### src/rtl/gpio_irq_pkg.sv
package gpio_irq_pkg;

  typedef enum logic [1:0] {
    TRIG_OFF  = 2'd0,
    TRIG_RISE = 2'd1,
    TRIG_HIGH = 2'd2,
    TRIG_LOW  = 2'd3
  } trig_e;

  localparam logic [1:0] ADR_STAT_LO = 2'd0;
  localparam logic [1:0] ADR_STAT_HI = 2'd1;
  localparam logic [1:0] ADR_CLR_LO  = 2'd2;
  localparam logic [1:0] ADR_CLR_HI  = 2'd3;

  // Event for one pin. A rising edge only counts when the mode is unchanged since the last cycle.
  function automatic logic pin_event(trig_e mode, trig_e mode_q, logic cur, logic dly);
    logic ev;
    case (mode)
      TRIG_RISE: ev = (mode == mode_q) && cur && !dly;
      TRIG_HIGH: ev = cur;
      TRIG_LOW:  ev = !cur;
      default:   ev = 1'b0;
    endcase
    return ev;
  endfunction

  // Next value of a sticky bit: a set always wins over a clear.
  function automatic logic sticky_next(logic s, logic clr, logic set);
    return (s & ~clr) | set;
  endfunction

endpackage

### src/rtl/gpio_irq_sync.sv
module gpio_irq_sync #(
  parameter int N = 40
) (
  input  logic         clk,
  input  logic         rst_n,
  input  logic [N-1:0] d,
  output logic [N-1:0] cur,
  output logic [N-1:0] dly
);
  logic [N-1:0] stage1;

  always_ff @(posedge clk or negedge rst_n) begin
    if (!rst_n) begin
      stage1 <= '0;
      cur    <= '0;
      dly    <= '0;
    end else begin
      stage1 <= d;
      cur    <= stage1;
      dly    <= cur;
    end
  end
endmodule

### src/rtl/gpio_irq_detect.sv
module gpio_irq_detect
  import gpio_irq_pkg::*;
#(
  parameter int N = 40
) (
  input  logic           clk,
  input  logic           rst_n,
  input  logic [2*N-1:0] mode,
  input  logic [N-1:0]   cur,
  input  logic [N-1:0]   dly,
  output logic [N-1:0]   evt
);
  logic [2*N-1:0] mode_q;

  always_ff @(posedge clk or negedge rst_n) begin
    if (!rst_n) mode_q <= '0;
    else        mode_q <= mode;
  end

  for (genvar i = 0; i < N; i++) begin : g_pin
    assign evt[i] = pin_event(trig_e'(mode[2*i +: 2]), trig_e'(mode_q[2*i +: 2]),
                              cur[i], dly[i]);
  end
endmodule

### src/rtl/gpio_irq_bank.sv
module gpio_irq_bank
  import gpio_irq_pkg::*;
#(
  parameter int W = 32
) (
  input  logic         clk,
  input  logic         rst_n,
  input  logic [W-1:0] evt,
  input  logic [W-1:0] clr,
  output logic [W-1:0] stat
);
  for (genvar i = 0; i < W; i++) begin : g_bit
    always_ff @(posedge clk or negedge rst_n) begin
      if (!rst_n) stat[i] <= 1'b0;
      else        stat[i] <= sticky_next(stat[i], clr[i], evt[i]);
    end
  end
endmodule

### src/rtl/gpio_irq_top.sv
module gpio_irq_top
  import gpio_irq_pkg::*;
#(
  parameter int LO_PINS = 32,
  parameter int HI_PINS = 8,
  parameter int DW      = 32,
  localparam int NPIN   = LO_PINS + HI_PINS
) (
  input  logic              clk,
  input  logic              rst_n,
  input  logic [NPIN-1:0]   pin_in,
  input  logic [2*NPIN-1:0] pin_type,
  input  logic [NPIN-1:0]   pin_en,
  input  logic [1:0]        bus_addr,
  input  logic              bus_we,
  input  logic [DW-1:0]     bus_wdata,
  output logic [DW-1:0]     bus_rdata,
  output logic              irq
);
  logic [NPIN-1:0]    pin_cur;
  logic [NPIN-1:0]    pin_dly;
  logic [NPIN-1:0]    set_evt;
  logic [NPIN-1:0]    clr_mask;
  logic [NPIN-1:0]    status;
  logic [LO_PINS-1:0] stat_lo;
  logic [HI_PINS-1:0] stat_hi;
  logic               irq_q;

  gpio_irq_sync #(.N(NPIN)) u_sync (
    .clk(clk), .rst_n(rst_n), .d(pin_in), .cur(pin_cur), .dly(pin_dly)
  );

  gpio_irq_detect #(.N(NPIN)) u_det (
    .clk(clk), .rst_n(rst_n), .mode(pin_type), .cur(pin_cur), .dly(pin_dly), .evt(set_evt)
  );

  assign clr_mask[LO_PINS-1:0] = (bus_we && bus_addr == ADR_CLR_LO) ?
                                 bus_wdata[LO_PINS-1:0] : '0;
  assign clr_mask[NPIN-1:LO_PINS] = (bus_we && bus_addr == ADR_CLR_HI) ?
                                    bus_wdata[HI_PINS-1:0] : '0;

  gpio_irq_bank #(.W(LO_PINS)) u_bank_lo (
    .clk(clk), .rst_n(rst_n),
    .evt(set_evt[LO_PINS-1:0]), .clr(clr_mask[LO_PINS-1:0]), .stat(stat_lo)
  );

  gpio_irq_bank #(.W(HI_PINS)) u_bank_hi (
    .clk(clk), .rst_n(rst_n),
    .evt(set_evt[NPIN-1:LO_PINS]), .clr(clr_mask[NPIN-1:LO_PINS]), .stat(stat_hi)
  );

  assign status = {stat_hi, stat_lo};

  always_comb begin
    case (bus_addr)
      ADR_STAT_LO: bus_rdata = {{(DW-LO_PINS){1'b0}}, stat_lo};
      ADR_STAT_HI: bus_rdata = {{(DW-HI_PINS){1'b0}}, stat_hi};
      default:     bus_rdata = '0;
    endcase
  end

  always_ff @(posedge clk or negedge rst_n) begin
    if (!rst_n) irq_q <= 1'b0;
    else        irq_q <= |(status & pin_en);
  end

  assign irq = irq_q;
endmodule

### config.mk
export PLATFORM = sky130hd
export DESIGN_NAME = gpio_irq_top
export DESIGN_NICKNAME = d
export VERILOG_FILES = /design/src/rtl/gpio_irq_pkg.sv /design/src/rtl/gpio_irq_sync.sv /design/src/rtl/gpio_irq_detect.sv /design/src/rtl/gpio_irq_bank.sv /design/src/rtl/gpio_irq_top.sv
export SDC_FILE = /design/constraint.sdc
export NUM_CORES = 1
export LEC_CHECK = 0
export BUFFER_PORTS_ARGS = -buffer_cell sky130_fd_sc_hd__clkbuf_2
export CORE_MARGIN = 5
export CORE_UTILIZATION = 55
export DETAILED_ROUTE_END_ITERATION = 8
export GPL_TIMING_DRIVEN = 0
export PLACE_DENSITY = 0.81
export SYNTH_ARGS = -nofsm -noshare
export SYNTH_HDL_FRONTEND = slang
export SYNTH_SLANG_ARGS = --single-unit
### constraint.sdc
create_clock -name clk -period 3.95 [get_ports clk]
set_clock_uncertainty 0.15 [all_clocks]
set_input_delay 0.5925 -clock clk [delete_from_list [all_inputs] [get_ports clk]]
set_output_delay 0.5925 -clock clk [all_outputs]
set_load 0.1 [all_outputs]
==> results of run 1 <==
## state kept, by name (all words and copies together) (netlist names)
register	flops
u_sync.dly	40
u_sync.cur	40
u_det.mode_q	80
irq	1
u_bank_hi.stat	8
u_bank_lo.stat	32
u_sync.stage1	40
## power by group
| part | leakage (nW) | internal [mW] | switching, mW |
|---|---|---|---|
| registers | 2.73 | 2.62 | 0.0904 |
| logic | 1.62 | 0.187 | 0.396 |
| clock network | 0.361 | 1.29 | 0.847 |
| total | 4.70 | 4.09 | 1.33 |
## worst max path at each step
stage / from / to / slack [ns]
2_1_floorplan: bus_addr[0] / bus_rdata[0] / 1.05
3_3_place_gp: rst_n / u_sync.stage1[1]$_DFF_PN0_ / -2.16
3_5_place_dp: bus_addr[0] / bus_rdata[29] / 0.50
4_1_cts: bus_addr[0] / bus_rdata[29] / 0.47
5_1_grt: bus_addr[0] / bus_rdata[29] / 0.42
6_report: bus_addr[0] / bus_rdata[29] / 0.52
## synth_stat cells, drive strengths merged
master  count  area (µm²)
dfrtp     241        6030
nand2      41         161
a221o      40         400
nand4b     40         350
nor3       40         200
xor2       40         350
and2       24         150
a22oi      18         135
nor2       10        53.8
mux2i       8        80.1
buf         6        57.6
nand4       5        31.3
clkbuf      2        7.51
a221oi      1        8.76
a22o        1        8.76
and3        1        6.26
nor4        1        6.26
## area by class of cell
type,instances,area (µm²)
tap,184,230
sequential,241,6030
fill,969,4240
multi-input combinational,270,1940
clock buffer,33,663
buffer,8,65.1
timing repair buffer,230,1180
clock inverter,4,70.1
## routing by layer
layer / up-vias / wire length, µm / track usage [%]
li1: 2401 / - / -
met1: 2708 / 7680 / 30.1
met2: 250 / 9780 / 39.5
met3: 28 / 1870 / 6.42
met4: 0 / 326 / 6.05
met5: - / 0 / 0
## worst max-delay path: stages
cell and delay (ns):
clkbuf_2 0.09, buf_4 0.22, nor2_1 0.45, clkbuf_1 0.63, and2_1 0.23, clkbuf_2 0.45
## layout by cell type, fill, tap and decap left out, types with 2 or more instances in the layout
cell and n:
a221o_1 40, a22oi_1 18, and2_1 24, buf_6 4, bufinv_16 2, clkbuf_1 7, clkbuf_16 23, clkbuf_2 228
clkbuf_8 6, clkinv_2 2, dfrtp_1 241, mux2i_1 8, nand2_1 40, nand4_1 5, nand4b_1 40, nor2_1 9
nor3_1 40, xor2_1 40
## kinds of logic after synthesis
logic type	Yosys count
buf+inv	8
mux	8
flops	241
simple gates	162
xor+xnor	40
compound gates	60
## metrics by stage
step / hold slack (ns) / total power, mW
4_1_cts: 0.0383 / 5.47
3_5_place_dp: 0.185 / 3.34
2_1_floorplan: 0.147 / 3.06
6_report: 0.0559 / 5.42
3_3_place_gp: 0.181 / 3.31
5_1_grt: 0.0333 / 5.63
==> impl_metrics.prom, run 1 <==
# TYPE chip_impl_metric gauge
chip_impl_metric{name="start_util",unit="%"} 55.7
chip_impl_metric{name="max_slew.worst_pin.slew",unit="ns"} 0.889
chip_impl_metric{name="layout.core_utilization",unit="%"} 70.6
chip_impl_metric{name="final_antenna_net_count",unit=""} 0
chip_impl_info{name="clock_tree.root_cell",value="clkbuf_16"} 1
chip_impl_metric{name="gr-total-overflow",unit=""} 0
chip_impl_metric{name="timing.setup.tns",unit="ns"} 0
chip_impl_info{name="rr_startpoint",value="u_bank_lo.stat[9]$_DFF_PN0_"} 1
chip_impl_metric{name="postSynthAreaPerCell",unit="µm²"} 15.5
chip_impl_info{name="setup_repair_after_global_routing_missed_its_margin",value="no"} 1
chip_impl_metric{name="drtIter0Drc",unit=""} 315
chip_impl_metric{name="slew_headroom",unit="%"} 40.7
chip_impl_metric{name="synth_xor_xnor_area_share",unit="%"} 4.36
chip_impl_metric{name="synth.lib_cells_used.distinct",unit=""} 21
chip_impl_metric{name="worst_r2r_path_depth",unit=""} 4
chip_impl_metric{name="post_synth_mux_area_share",unit="%"} 0.996
chip_impl_metric{name="synth_simple_gate_area_share",unit="%"} 11.9
chip_impl_metric{name="max_clock_freq",unit="MHz"} 292
chip_impl_metric{name="worstPathArrival",unit="ns"} 2.69
chip_impl_info{name="status",value="finished, final reports clean"} 1
chip_impl_metric{name="tritoncts_num_sinks",unit=""} 241
chip_impl_metric{name="finalWorstSetupSlack",unit="ns"} 0.522
chip_impl_metric{name="synth.net_count",unit=""} 716
chip_impl_metric{name="ioPinCount",unit=""} 230
chip_impl_metric{name="mappedNetlistArea",unit="µm²"} 8040
chip_impl_info{name="worst-setup-path-type",value="in -> out"} 1
chip_impl_metric{name="die_w",unit="µm"} 131
chip_impl_metric{name="post_placement_cell_area",unit="µm²"} 9450
chip_impl_metric{name="vias",unit=""} 5387
chip_impl_info{name="kind_of_start_point_of_the_critical_path",value="input port"} 1
chip_impl_metric{name="final_area",unit="µm²"} 10200
chip_impl_metric{name="timing.critical_path.required",unit="ns"} 3.21
chip_impl_metric{name="dp_hpwl",unit="mm"} 14.7
chip_impl_metric{name="port_buffers",unit=""} 229
chip_impl_info{name="min_path_type",value="in -> reg"} 1
chip_impl_metric{name="cts-root-to-sink-buffers",unit=""} 3
chip_impl_metric{name="drt_first_pass_iters",unit=""} 4
chip_impl_metric{name="diodes",unit=""} 0
chip_impl_info{name="worst_hold_path.endpoint",value="u_sync.stage1[29]$_DFF_PN0_"} 1
chip_impl_metric{name="synthesis.instances",unit=""} 519
chip_impl_metric{name="synth-adder-area-share",unit="%"} 0
chip_impl_metric{name="final-setup-viol-count",unit=""} 0
chip_impl_metric{name="number_of_hold_violations_in_the_final_report",unit=""} 0
chip_impl_info{name="main_combinational_cell_family_by_area_after_synthesis",value="simple AND/OR/NAND/NOR gates"} 1
chip_impl_metric{name="route.detailed.drc",unit=""} 0
chip_impl_metric{name="cts_h_tree_depth",unit=""} 1
chip_impl_metric{name="grt_pass1_wl",unit="mm"} 30.6
chip_impl_metric{name="avgRoutedWirePerCell",unit="µm"} 20.3
chip_impl_metric{name="grt_util_all_layers",unit="%"} 23.3
chip_impl_metric{name="r2r_slack",unit="ns"} 1.81
chip_impl_metric{name="powerDensity",unit="nW/µm²"} 532
chip_impl_metric{name="pre_cts_ws",unit="ns"} 0.497
chip_impl_metric{name="critical_path_peak_fanout",unit=""} 10
chip_impl_metric{name="synth-compound-area-share",unit="%"} 6.88
chip_impl_metric{name="warnings_from_yosys",unit=""} 0
chip_impl_metric{name="die-height",unit="µm"} 131
chip_impl_metric{name="antenna_violations_before_repair",unit=""} 0
chip_impl_info{name="endpoint_kind",value="output port"} 1
chip_impl_metric{name="post_cts.repair.setup_buffers",unit=""} 0
chip_impl_metric{name="drive_gt1_share",unit="%"} 34.4
chip_impl_metric{name="sequential_share_of_the_synthesized_area",unit="%"} 75.0
chip_impl_metric{name="grt_pass1_vias",unit=""} 5889
chip_impl_metric{name="final_nets",unit=""} 971
chip_impl_metric{name="number_of_standard_cells_in_the_layout_taps_in_and_fillers_out",unit=""} 970
chip_impl_metric{name="max_cap_viol_count",unit=""} 0
chip_impl_metric{name="slew_viol_final",unit=""} 0
chip_impl_metric{name="holdBufCountCts",unit=""} 0
chip_impl_info{name="hold_start",value="pin_in[29]"} 1
chip_impl_metric{name="synth_seq_cells",unit=""} 241
chip_impl_metric{name="max-vdd-ir-drop",unit="mV"} 0.405
chip_impl_metric{name="finalWirelength",unit="mm"} 19.7
chip_impl_metric{name="die_area",unit="µm²"} 17100
chip_impl_metric{name="timing.hold.worst_path_depth",unit=""} 1
chip_impl_metric{name="final.min_clock_period",unit="ns"} 3.43
chip_impl_metric{name="place.gp.congestion",unit=""} 0.871
chip_impl_metric{name="rows",unit=""} 44
chip_impl_metric{name="cts_inserted_buffers",unit=""} 23
chip_impl_metric{name="min_period_over_period",unit="%"} 86.8
chip_impl_metric{name="ctsResizeCount",unit=""} 0
chip_impl_metric{name="dpl.cell_count",unit=""} 933
chip_impl_metric{name="clock_latency",unit="ns"} 0.49
chip_impl_metric{name="syn_to_final_growth",unit="%"} 26.7
chip_impl_metric{name="avgViaCountPerCell",unit=""} 5.55
chip_impl_metric{name="core_footprint",unit="µm²"} 14400
chip_impl_info{name="reg2reg_to",value="irq$_DFF_PN0_"} 1
chip_impl_info{name="tritoncts",value="yes"} 1
chip_impl_metric{name="cellLeakagePower",unit="nW"} 4.70
chip_impl_metric{name="grt_start_max_net_pins",unit=""} 125
chip_impl_metric{name="path_clk_slew",unit="ns"} 0.06
No activity file was read; power rests on OpenSTA's default activity.
==> run 2, diff against run 1 <==
--- a/config.mk
+++ b/config.mk
@@ -6,11 +6,13 @@
 export NUM_CORES = 1
 export LEC_CHECK = 0
 export BUFFER_PORTS_ARGS = -buffer_cell sky130_fd_sc_hd__clkbuf_2
+export CORE_ASPECT_RATIO = 0.5
 export CORE_MARGIN = 5
-export CORE_UTILIZATION = 55
+export CORE_UTILIZATION = 56
 export DETAILED_ROUTE_END_ITERATION = 8
 export GPL_TIMING_DRIVEN = 0
 export PLACE_DENSITY = 0.81
 export SYNTH_ARGS = -nofsm -noshare
 export SYNTH_HDL_FRONTEND = slang
+export SYNTH_HIERARCHICAL = 1
 export SYNTH_SLANG_ARGS = --single-unit
==> run 2 against run 1 <==
  * Largest cell class unchanged
  * Non-clock buffer count is 1 lower
  * Clock power hardly changed
  * Utilization is 0.096 points higher
  * Synthesized cell count is 29% higher
  * Critical path type unchanged
  * Wire length down 1.7%
  * Setup slack improved by 0.33 ns
  * Global-route usage decreased by 1.6 points
  * Critical endpoint is now bus_rdata[25]
  * Critical path depth is the same
==> impl_metrics.prom, run 2 <==
# TYPE chip_impl_metric gauge
chip_impl_metric{name="drive_gt1_share",unit="%"} 29.1
chip_impl_metric{name="diodes",unit=""} 0
chip_impl_metric{name="cts_inserted_buffers",unit=""} 21
chip_impl_metric{name="power.combinational.fraction",unit="%"} 11.1
chip_impl_metric{name="rows",unit=""} 32
chip_impl_metric{name="avgRoutedWirePerCell",unit="µm"} 16.9
chip_impl_metric{name="clock_latency",unit="ns"} 0.49
chip_impl_info{name="tritoncts",value="yes"} 1
chip_impl_info{name="post_synth_main_area_contributors",value="dfrtp_1, and2_1, nand4b_1"} 1
chip_impl_metric{name="min_period_over_period",unit="%"} 78.5
chip_impl_metric{name="cts-root-to-sink-buffers",unit=""} 3
chip_impl_metric{name="ioPinCount",unit=""} 230
chip_impl_metric{name="worst_r2r_path_depth",unit=""} 4
chip_impl_info{name="synthDominantAreaCellType",value="dfrtp_1"} 1
chip_impl_info{name="clock_tree.root_cell",value="clkbuf_16"} 1
chip_impl_metric{name="synth.net_count",unit=""} 869
chip_impl_metric{name="max_slew.worst_pin.slew",unit="ns"} 0.922
chip_impl_metric{name="number_of_hold_violations_in_the_final_report",unit=""} 0
chip_impl_info{name="endpoint_kind",value="output port"} 1
chip_impl_metric{name="seqPwrFrac",unit="%"} 49.6
chip_impl_metric{name="synthesis.instances",unit=""} 672
chip_impl_metric{name="max_cap_viol_count",unit=""} 0
chip_impl_metric{name="path_buf_inv",unit=""} 4
chip_impl_metric{name="intPower",unit="mW"} 4.11
chip_impl_metric{name="warnings_from_yosys",unit=""} 6
chip_impl_metric{name="slew_headroom",unit="%"} 38.5
chip_impl_metric{name="yosys.area.top_type_share",unit="%"} 70.1
chip_impl_metric{name="post_cts.repair.setup_buffers",unit=""} 0
chip_impl_metric{name="avgViaCountPerCell",unit=""} 5.17
chip_impl_info{name="status",value="finished, final reports clean"} 1
chip_impl_info{name="ys_dominant_reg_cell",value="dfrtp_1"} 1
chip_impl_info{name="layout_common_cells",value="dfrtp_1, clkbuf_2, nand2_1"} 1
chip_impl_info{name="timing.critical_path.cells",value="clkbuf_2 > buf_2 > nor2_2 > clkbuf_2 > and2_1 > clkbuf_2"} 1
chip_impl_metric{name="grt_pass1_wl",unit="mm"} 31.0
chip_impl_metric{name="final.min_clock_period",unit="ns"} 3.10
chip_impl_metric{name="grt_util_all_layers",unit="%"} 21.7
chip_impl_metric{name="final_nets",unit=""} 1122
chip_impl_metric{name="powerDensity",unit="nW/µm²"} 508
chip_impl_metric{name="ctsResizeCount",unit=""} 0
chip_impl_metric{name="synth.lib_cells_used.distinct",unit=""} 30
chip_impl_metric{name="start_util",unit="%"} 56.5
chip_impl_info{name="synth.most_common_cell",value="dfrtp_1"} 1
chip_impl_metric{name="hold_slack",unit="ns"} 0.0523
chip_impl_metric{name="clkPwrFrac",unit="%"} 39.3
chip_impl_metric{name="gr-total-overflow",unit=""} 0
chip_impl_metric{name="max-vdd-ir-drop",unit="mV"} 0.320
chip_impl_info{name="synth_commonest_cells",value="dfrtp_1, nand2_1, and2_1"} 1
chip_impl_info{name="cpMostUsedCell",value="clkbuf_2"} 1
chip_impl_metric{name="vias",unit=""} 5899
chip_impl_metric{name="syn_to_final_growth",unit="%"} 25.1
chip_impl_metric{name="route.detailed.drc",unit=""} 0
chip_impl_metric{name="port_buffers",unit=""} 229
chip_impl_metric{name="tritoncts_num_sinks",unit=""} 241
chip_impl_info{name="setup_repair_after_global_routing_missed_its_margin",value="no"} 1
chip_impl_info{name="max_flop_register",value="u_det/mode_q"} 1
chip_impl_metric{name="netSwitchingFraction",unit="%"} 24.8
chip_impl_metric{name="synth_seq_cells",unit=""} 241
chip_impl_metric{name="grt_start_max_net_pins",unit=""} 122
chip_impl_info{name="kind_of_start_point_of_the_critical_path",value="input port"} 1
chip_impl_metric{name="die-height",unit="µm"} 97.6
chip_impl_metric{name="finalWirelength",unit="mm"} 19.3
chip_impl_metric{name="max_clock_freq",unit="MHz"} 323
chip_impl_metric{name="cellLeakagePower",unit="nW"} 5.07
chip_impl_metric{name="drtIter0Drc",unit=""} 315
chip_impl_metric{name="async_flop_share",unit="%"} 100
chip_impl_info{name="worst-setup-path-type",value="in -> out"} 1
chip_impl_metric{name="net-switching-power",unit="mW"} 1.35
chip_impl_metric{name="timing.critical_path.required",unit="ns"} 3.21
chip_impl_metric{name="cp.depth",unit=""} 6
chip_impl_metric{name="die_area",unit="µm²"} 18100
chip_impl_metric{name="sequential_share_of_the_synthesized_area",unit="%"} 70.1
chip_impl_metric{name="core_footprint",unit="µm²"} 15200
chip_impl_metric{name="path_clk_slew",unit="ns"} 0.07
chip_impl_metric{name="num-fill-cells",unit=""} 1084
chip_impl_metric{name="drt_first_pass_iters",unit=""} 5
chip_impl_metric{name="multi_input_comb_area",unit="µm²"} 2380
chip_impl_metric{name="critical_path_peak_fanout",unit=""} 10
chip_impl_metric{name="grt_pass1_vias",unit=""} 6298
chip_impl_metric{name="postSynthAreaPerCell",unit="µm²"} 12.8
chip_impl_metric{name="largest_register_ff_count",unit=""} 80
chip_impl_metric{name="layout.area.seq",unit="µm²"} 6030
chip_impl_metric{name="die_w",unit="µm"} 185
chip_impl_info{name="layout_commonest_cell",value="dfrtp_1"} 1
chip_impl_metric{name="cts_h_tree_depth",unit=""} 1
chip_impl_metric{name="timing.hold.worst_path_depth",unit=""} 1
chip_impl_metric{name="place.gp.congestion",unit=""} 0.799
chip_impl_metric{name="holdBufCountCts",unit=""} 0
chip_impl_metric{name="antenna_violations_before_repair",unit=""} 0
chip_impl_info{name="min_path_type",value="in -> reg"} 1
chip_impl_metric{name="count_of_flip_flops_with_a_built_in_enable_after_synthesis",unit=""} 0
chip_impl_metric{name="dp_hpwl",unit="mm"} 14.3
chip_impl_info{name="family_with_the_most_delay_on_the_worst_path",value="buffers and inverters"} 1
chip_impl_metric{name="mappedNetlistArea",unit="µm²"} 8600
chip_impl_metric{name="worstPathArrival",unit="ns"} 2.36
chip_impl_metric{name="final-setup-viol-count",unit=""} 0
chip_impl_metric{name="fin_total_pwr",unit="mW"} 5.47
chip_impl_metric{name="slew_viol_final",unit=""} 0
chip_impl_info{name="cp_slowest_cell",value="clkbuf_2"} 1
chip_impl_metric{name="final_antenna_net_count",unit=""} 0
chip_impl_metric{name="cp_slowest_stage_delay",unit="ns"} 0.46
[run 2: area by class of cell]
type	instances	share of cell area [%]
inverter	40	1.40
timing repair buffer	230	11.0
multi-input combinational	384	22.1
sequential	241	56.1
clock inverter	8	1.30
tap	204	2.37
clock buffer	28	5.41
buffer	7	0.349
[run 2: final timing paths]
kind	from	endpoint	slack, ns
setup / recovery	bus_addr[1]	bus_rdata[25]	0.85
hold / removal	pin_in[30]	u_sync/stage1[30]$_DFF_PN0_	0.05
setup reg to reg	u_bank_lo/stat[24]$_DFF_PN0_	irq$_DFF_PN0_	1.72
hold reg to reg	u_sync/stage1[6]$_DFF_PN0_	u_sync/cur[6]$_DFF_PN0_	0.20
max in group asynchronous	rst_n	u_det/mode_q[65]$_DFF_PN0_	2.47
min in group asynchronous	rst_n	u_sync/dly[20]$_DFF_PN0_	0.08
[run 2: power groups by stage]
stage,combinational [mW],sequential (mW),clock [mW]
floorplan,0.364,2.72,0
global placement,0.592,2.75,0
detailed placement,0.612,2.76,0
CTS,0.614,2.71,2.20
global route,0.659,2.73,2.30
finish,0.608,2.71,2.15
[run 2: layer usage]
metal	wire [µm]	vias up	track usage, %	part of all wire, %
met2	9470	165	36.2	49
li1	-	2829	-	-
met5	0	-	0	0
met3	1040	44	4.15	5.4
met1	8190	2861	29.1	42
met4	627	0	6.71	3.2
[run 2: metrics by stage]
step	cell area [µm²]	setup slack, ns	cells	TNS, ns	utilization, %
floorplan	8600	1.07	672	0	-
global placement	10000	-2.36	1105	-563.22	65.7
detailed placement	10000	0.906	1106	0	66.0
CTS	10800	0.905	1142	0	70.7
global route	10800	0.784	1142	0	70.7
finish	10800	0.849	1142	0	70.7
[run 2: cell families (layout without fill, tap and decap cells)]
group,after synthesis,after routing,share of synthesized area [%]
AO/OA/AOI/OAI,102,102,8.51
XOR/XNOR,2,2,0.204
buffers and inverters,47,313,2.18
flip-flops,241,241,70.1
multiplexers,8,8,0.931
AND/OR/NAND/NOR,272,272,18.0
==> run 3, diff against run 2 <==
--- a/config.mk
+++ b/config.mk
@@ -8,10 +8,10 @@
 export BUFFER_PORTS_ARGS = -buffer_cell sky130_fd_sc_hd__clkbuf_2
 export CORE_ASPECT_RATIO = 0.5
 export CORE_MARGIN = 5
-export CORE_UTILIZATION = 56
+export CORE_UTILIZATION = 47
 export DETAILED_ROUTE_END_ITERATION = 8
 export GPL_TIMING_DRIVEN = 0
-export PLACE_DENSITY = 0.81
+export PLACE_DENSITY = 0.72
 export SYNTH_ARGS = -nofsm -noshare
 export SYNTH_HDL_FRONTEND = slang
 export SYNTH_HIERARCHICAL = 1
==> constraint.sdc (replaced) <==
create_clock -name clk -period 2.5 [get_ports clk]
set_clock_uncertainty 0.15 [all_clocks]
set_input_delay 0.375 -clock clk [delete_from_list [all_inputs] [get_ports clk]]
set_output_delay 0.375 -clock clk [all_outputs]
set_load 0.1 [all_outputs]
==> run 3 against run 2 <==
  * Combinational power increased by 89%
  * Via count up 9.4%
  * Largest power group unchanged
  * Clock power increased by 50%
  * Critical endpoint is now bus_rdata[8]
  * Non-clock buffer count rose by 125
==> impl_metrics.prom, run 3 (synthesized netlist as in run 2, its figures left out) <==
# TYPE chip_impl_metric gauge
chip_impl_info{name="status",value="finished, final reports clean"} 1
chip_impl_metric{name="grt_start_max_net_pins",unit=""} 100
chip_impl_info{name="layout_common_cells",value="dfrtp_1, clkbuf_2, dlygate4sd3_1"} 1
chip_impl_metric{name="cp_slowest_stage_delay",unit="ns"} 0.42
chip_impl_metric{name="timing.critical_path.required",unit="ns"} 1.98
chip_impl_metric{name="tritoncts_num_sinks",unit=""} 241
chip_impl_info{name="hold_start",value="pin_en[10]"} 1
chip_impl_metric{name="timing.hold.worst_path_depth",unit=""} 3
chip_impl_metric{name="worstPathArrival",unit="ns"} 1.93
chip_impl_info{name="worst-setup-path-type",value="in -> out"} 1
chip_impl_info{name="endpoint_kind",value="output port"} 1
chip_impl_info{name="clock_tree.root_cell",value="clkbuf_16"} 1
chip_impl_metric{name="timing.setup.tns",unit="ns"} 0
chip_impl_metric{name="max_cap_viol_count",unit=""} 0
chip_impl_metric{name="worst_r2r_path_depth",unit=""} 4
chip_impl_metric{name="max_slew.worst_pin.slew",unit="ns"} 0.894
chip_impl_info{name="rr_startpoint",value="u_bank_lo/stat[31]$_DFF_PN0_"} 1
chip_impl_metric{name="fin_total_pwr",unit="mW"} 8.65
chip_impl_info{name="max_flop_register",value="u_det/mode_q"} 1
chip_impl_metric{name="grt_util_all_layers",unit="%"} 20.8
chip_impl_metric{name="cts_h_tree_depth",unit=""} 1
chip_impl_info{name="cp_slowest_cell",value="buf_2"} 1
chip_impl_metric{name="die_area",unit="µm²"} 21300
chip_impl_metric{name="avgViaCountPerCell",unit=""} 4.94
chip_impl_metric{name="avgRoutedWirePerCell",unit="µm"} 17.1
chip_impl_metric{name="final_nets",unit=""} 1248
chip_impl_metric{name="final.min_clock_period",unit="ns"} 2.45
chip_impl_metric{name="grt_pass1_vias",unit=""} 6887
chip_impl_metric{name="drt_first_pass_iters",unit=""} 4
chip_impl_metric{name="final_area",unit="µm²"} 12100
chip_impl_metric{name="gr-total-overflow",unit=""} 0
chip_impl_metric{name="clock_latency",unit="ns"} 0.51
chip_impl_metric{name="vias",unit=""} 6455
chip_impl_metric{name="layout.area.seq",unit="µm²"} 6030
chip_impl_metric{name="port_buffers",unit=""} 229
chip_impl_metric{name="place.gp.congestion",unit=""} 0.787
chip_impl_info{name="setup_repair_after_global_routing_missed_its_margin",value="no"} 1
chip_impl_info{name="layout_commonest_cell",value="dfrtp_1"} 1
chip_impl_metric{name="slew_viol_final",unit=""} 0
chip_impl_metric{name="min_period_over_period",unit="%"} 98.2
chip_impl_metric{name="rows",unit=""} 35
chip_impl_metric{name="cellLeakagePower",unit="nW"} 5.60
chip_impl_metric{name="die-height",unit="µm"} 106
chip_impl_info{name="tritoncts",value="yes"} 1
chip_impl_info{name="kind_of_start_point_of_the_critical_path",value="input port"} 1
chip_impl_metric{name="cts_inserted_buffers",unit=""} 22
chip_impl_metric{name="dp_hpwl",unit="mm"} 15.0
chip_impl_metric{name="final_antenna_net_count",unit=""} 0
chip_impl_metric{name="route.detailed.drc",unit=""} 0
chip_impl_metric{name="ioPinCount",unit=""} 230
chip_impl_metric{name="die_w",unit="µm"} 201
chip_impl_metric{name="grt_pass1_wl",unit="mm"} 35.2
chip_impl_metric{name="finalWirelength",unit="mm"} 22.3
chip_impl_metric{name="num-fill-cells",unit=""} 1310
chip_impl_metric{name="post_cts.repair.setup_buffers",unit=""} 0
chip_impl_metric{name="final-setup-viol-count",unit=""} 0
chip_impl_metric{name="drive_gt1_share",unit="%"} 25.8
chip_impl_info{name="timing.critical_path.cells",value="clkbuf_2 > buf_2 > nor2_4 > clkbuf_2 > and2_1 > buf_2"} 1
chip_impl_metric{name="core_footprint",unit="µm²"} 18200
chip_impl_metric{name="number_of_hold_violations_in_the_final_report",unit=""} 0
chip_impl_metric{name="powerDensity",unit="nW/µm²"} 716
chip_impl_metric{name="cts-root-to-sink-buffers",unit=""} 3
chip_impl_metric{name="antenna_violations_before_repair",unit=""} 3
chip_impl_metric{name="critical_path_peak_fanout",unit=""} 11
chip_impl_metric{name="multi_input_comb_area",unit="µm²"} 2380
chip_impl_metric{name="post_placement_cell_area",unit="µm²"} 10100
chip_impl_metric{name="largest_register_ff_count",unit=""} 80
chip_impl_metric{name="path_clk_slew",unit="ns"} 0.07
chip_impl_metric{name="drtIter0Drc",unit=""} 316
chip_impl_metric{name="max_clock_freq",unit="MHz"} 408
chip_impl_info{name="worst_setup_path_startpoint",value="bus_addr[1]"} 1
chip_impl_info{name="min_path_type",value="in -> reg"} 1
chip_impl_metric{name="max-vdd-ir-drop",unit="mV"} 0.461
chip_impl_metric{name="start_util",unit="%"} 47.3
chip_impl_metric{name="syn_to_final_growth",unit="%"} 40.4
chip_impl_metric{name="slew_headroom",unit="%"} 39.9
run 3: cell types whose count changed in the layout (fill, tap and decap cells not counted):
cell | previous run | this run
clkinv_2 | 4 | 6
clkinv_8 | 0 | 1
nor2_2 | 1 | 0
clkbuf_16 | 21 | 22
clkbuf_2 | 230 | 213
buf_2 | 4 | 13
clkbuf_4 | 0 | 8
nor2_4 | 1 | 2
diode_2 | 0 | 3
buf_16 | 1 | 2
clkbuf_1 | 4 | 5
dlygate4sd3_1 | 0 | 124
bufinv_16 | 4 | 1
run 3: through the flow:
step / util, % / instances / hold slack [ns] / setup slack [ns]
after floorplan: - / 672 / -0.0706 / 0.0522
after global placement: 55.3 / 1141 / 0.181 / -3.73
after detailed placement: 55.6 / 1143 / 0.185 / -0.163
after CTS: 66.3 / 1305 / 0.0110 / 0.0113
after global routing: 66.4 / 1307 / 0.0420 / 0.00279
final: 66.4 / 1308 / 0.0252 / 0.0461
run 3: path summary, 6_finish.rpt:
path,to,slack [ns]
min,irq$_DFF_PN0_,0.03
max in group asynchronous,u_sync/cur[6]$_DFF_PN0_,0.68
min reg2reg,u_sync/cur[36]$_DFF_PN0_,0.19
max reg2reg,irq$_DFF_PN0_,0.33
min in group asynchronous,u_sync/cur[19]$_DFF_PN0_,0.25
max,bus_rdata[8],0.05
run 3: area by class of cell:
cell class                      instances  area share, %
Antenna cell                            3         0.0622
Tap cell                              240           2.49
Clock buffer                           30           5.06
Sequential cell                       241           50.0
Clock inverter                          8          0.632
Multi-Input combinational cell        384           19.8
Timing Repair Buffer                  355           20.5
Buffer                                  7          0.311
Inverter                               40           1.24
run 3: report_power, final:
| group | internal (mW) | leakage, nW | switching, mW |
|---|---|---|---|
| clock network | 1.82 | 0.343 | 1.40 |
| logic | 0.454 | 2.53 | 0.692 |
| registers | 4.14 | 2.73 | 0.142 |
| total | 6.41 | 5.60 | 2.24 |
run 3: layer usage:
metal / global-route usage [%] / wire length, µm / vias to the layer above
li1: - / - / 3080
met1: 26.0 / 9220 / 3179
met2: 37.9 / 11600 / 164
met3: 3.87 / 959 / 32
met4: 5.21 / 533 / 0
met5: 0 / 0 / -
run 3: timing repair:
action                                 in CTS  in global routing
hold buffers                              124                  0
setup endpoints to repair                  20                 13
endpoints found under the hold margin     178                  0
resized for setup                           5                 17
run 3: worst max-delay path: cells and delay by family:
family                 cells  cell delay, ns
buffers and inverters      4            1.12
and+or+nand+nor            2            0.42
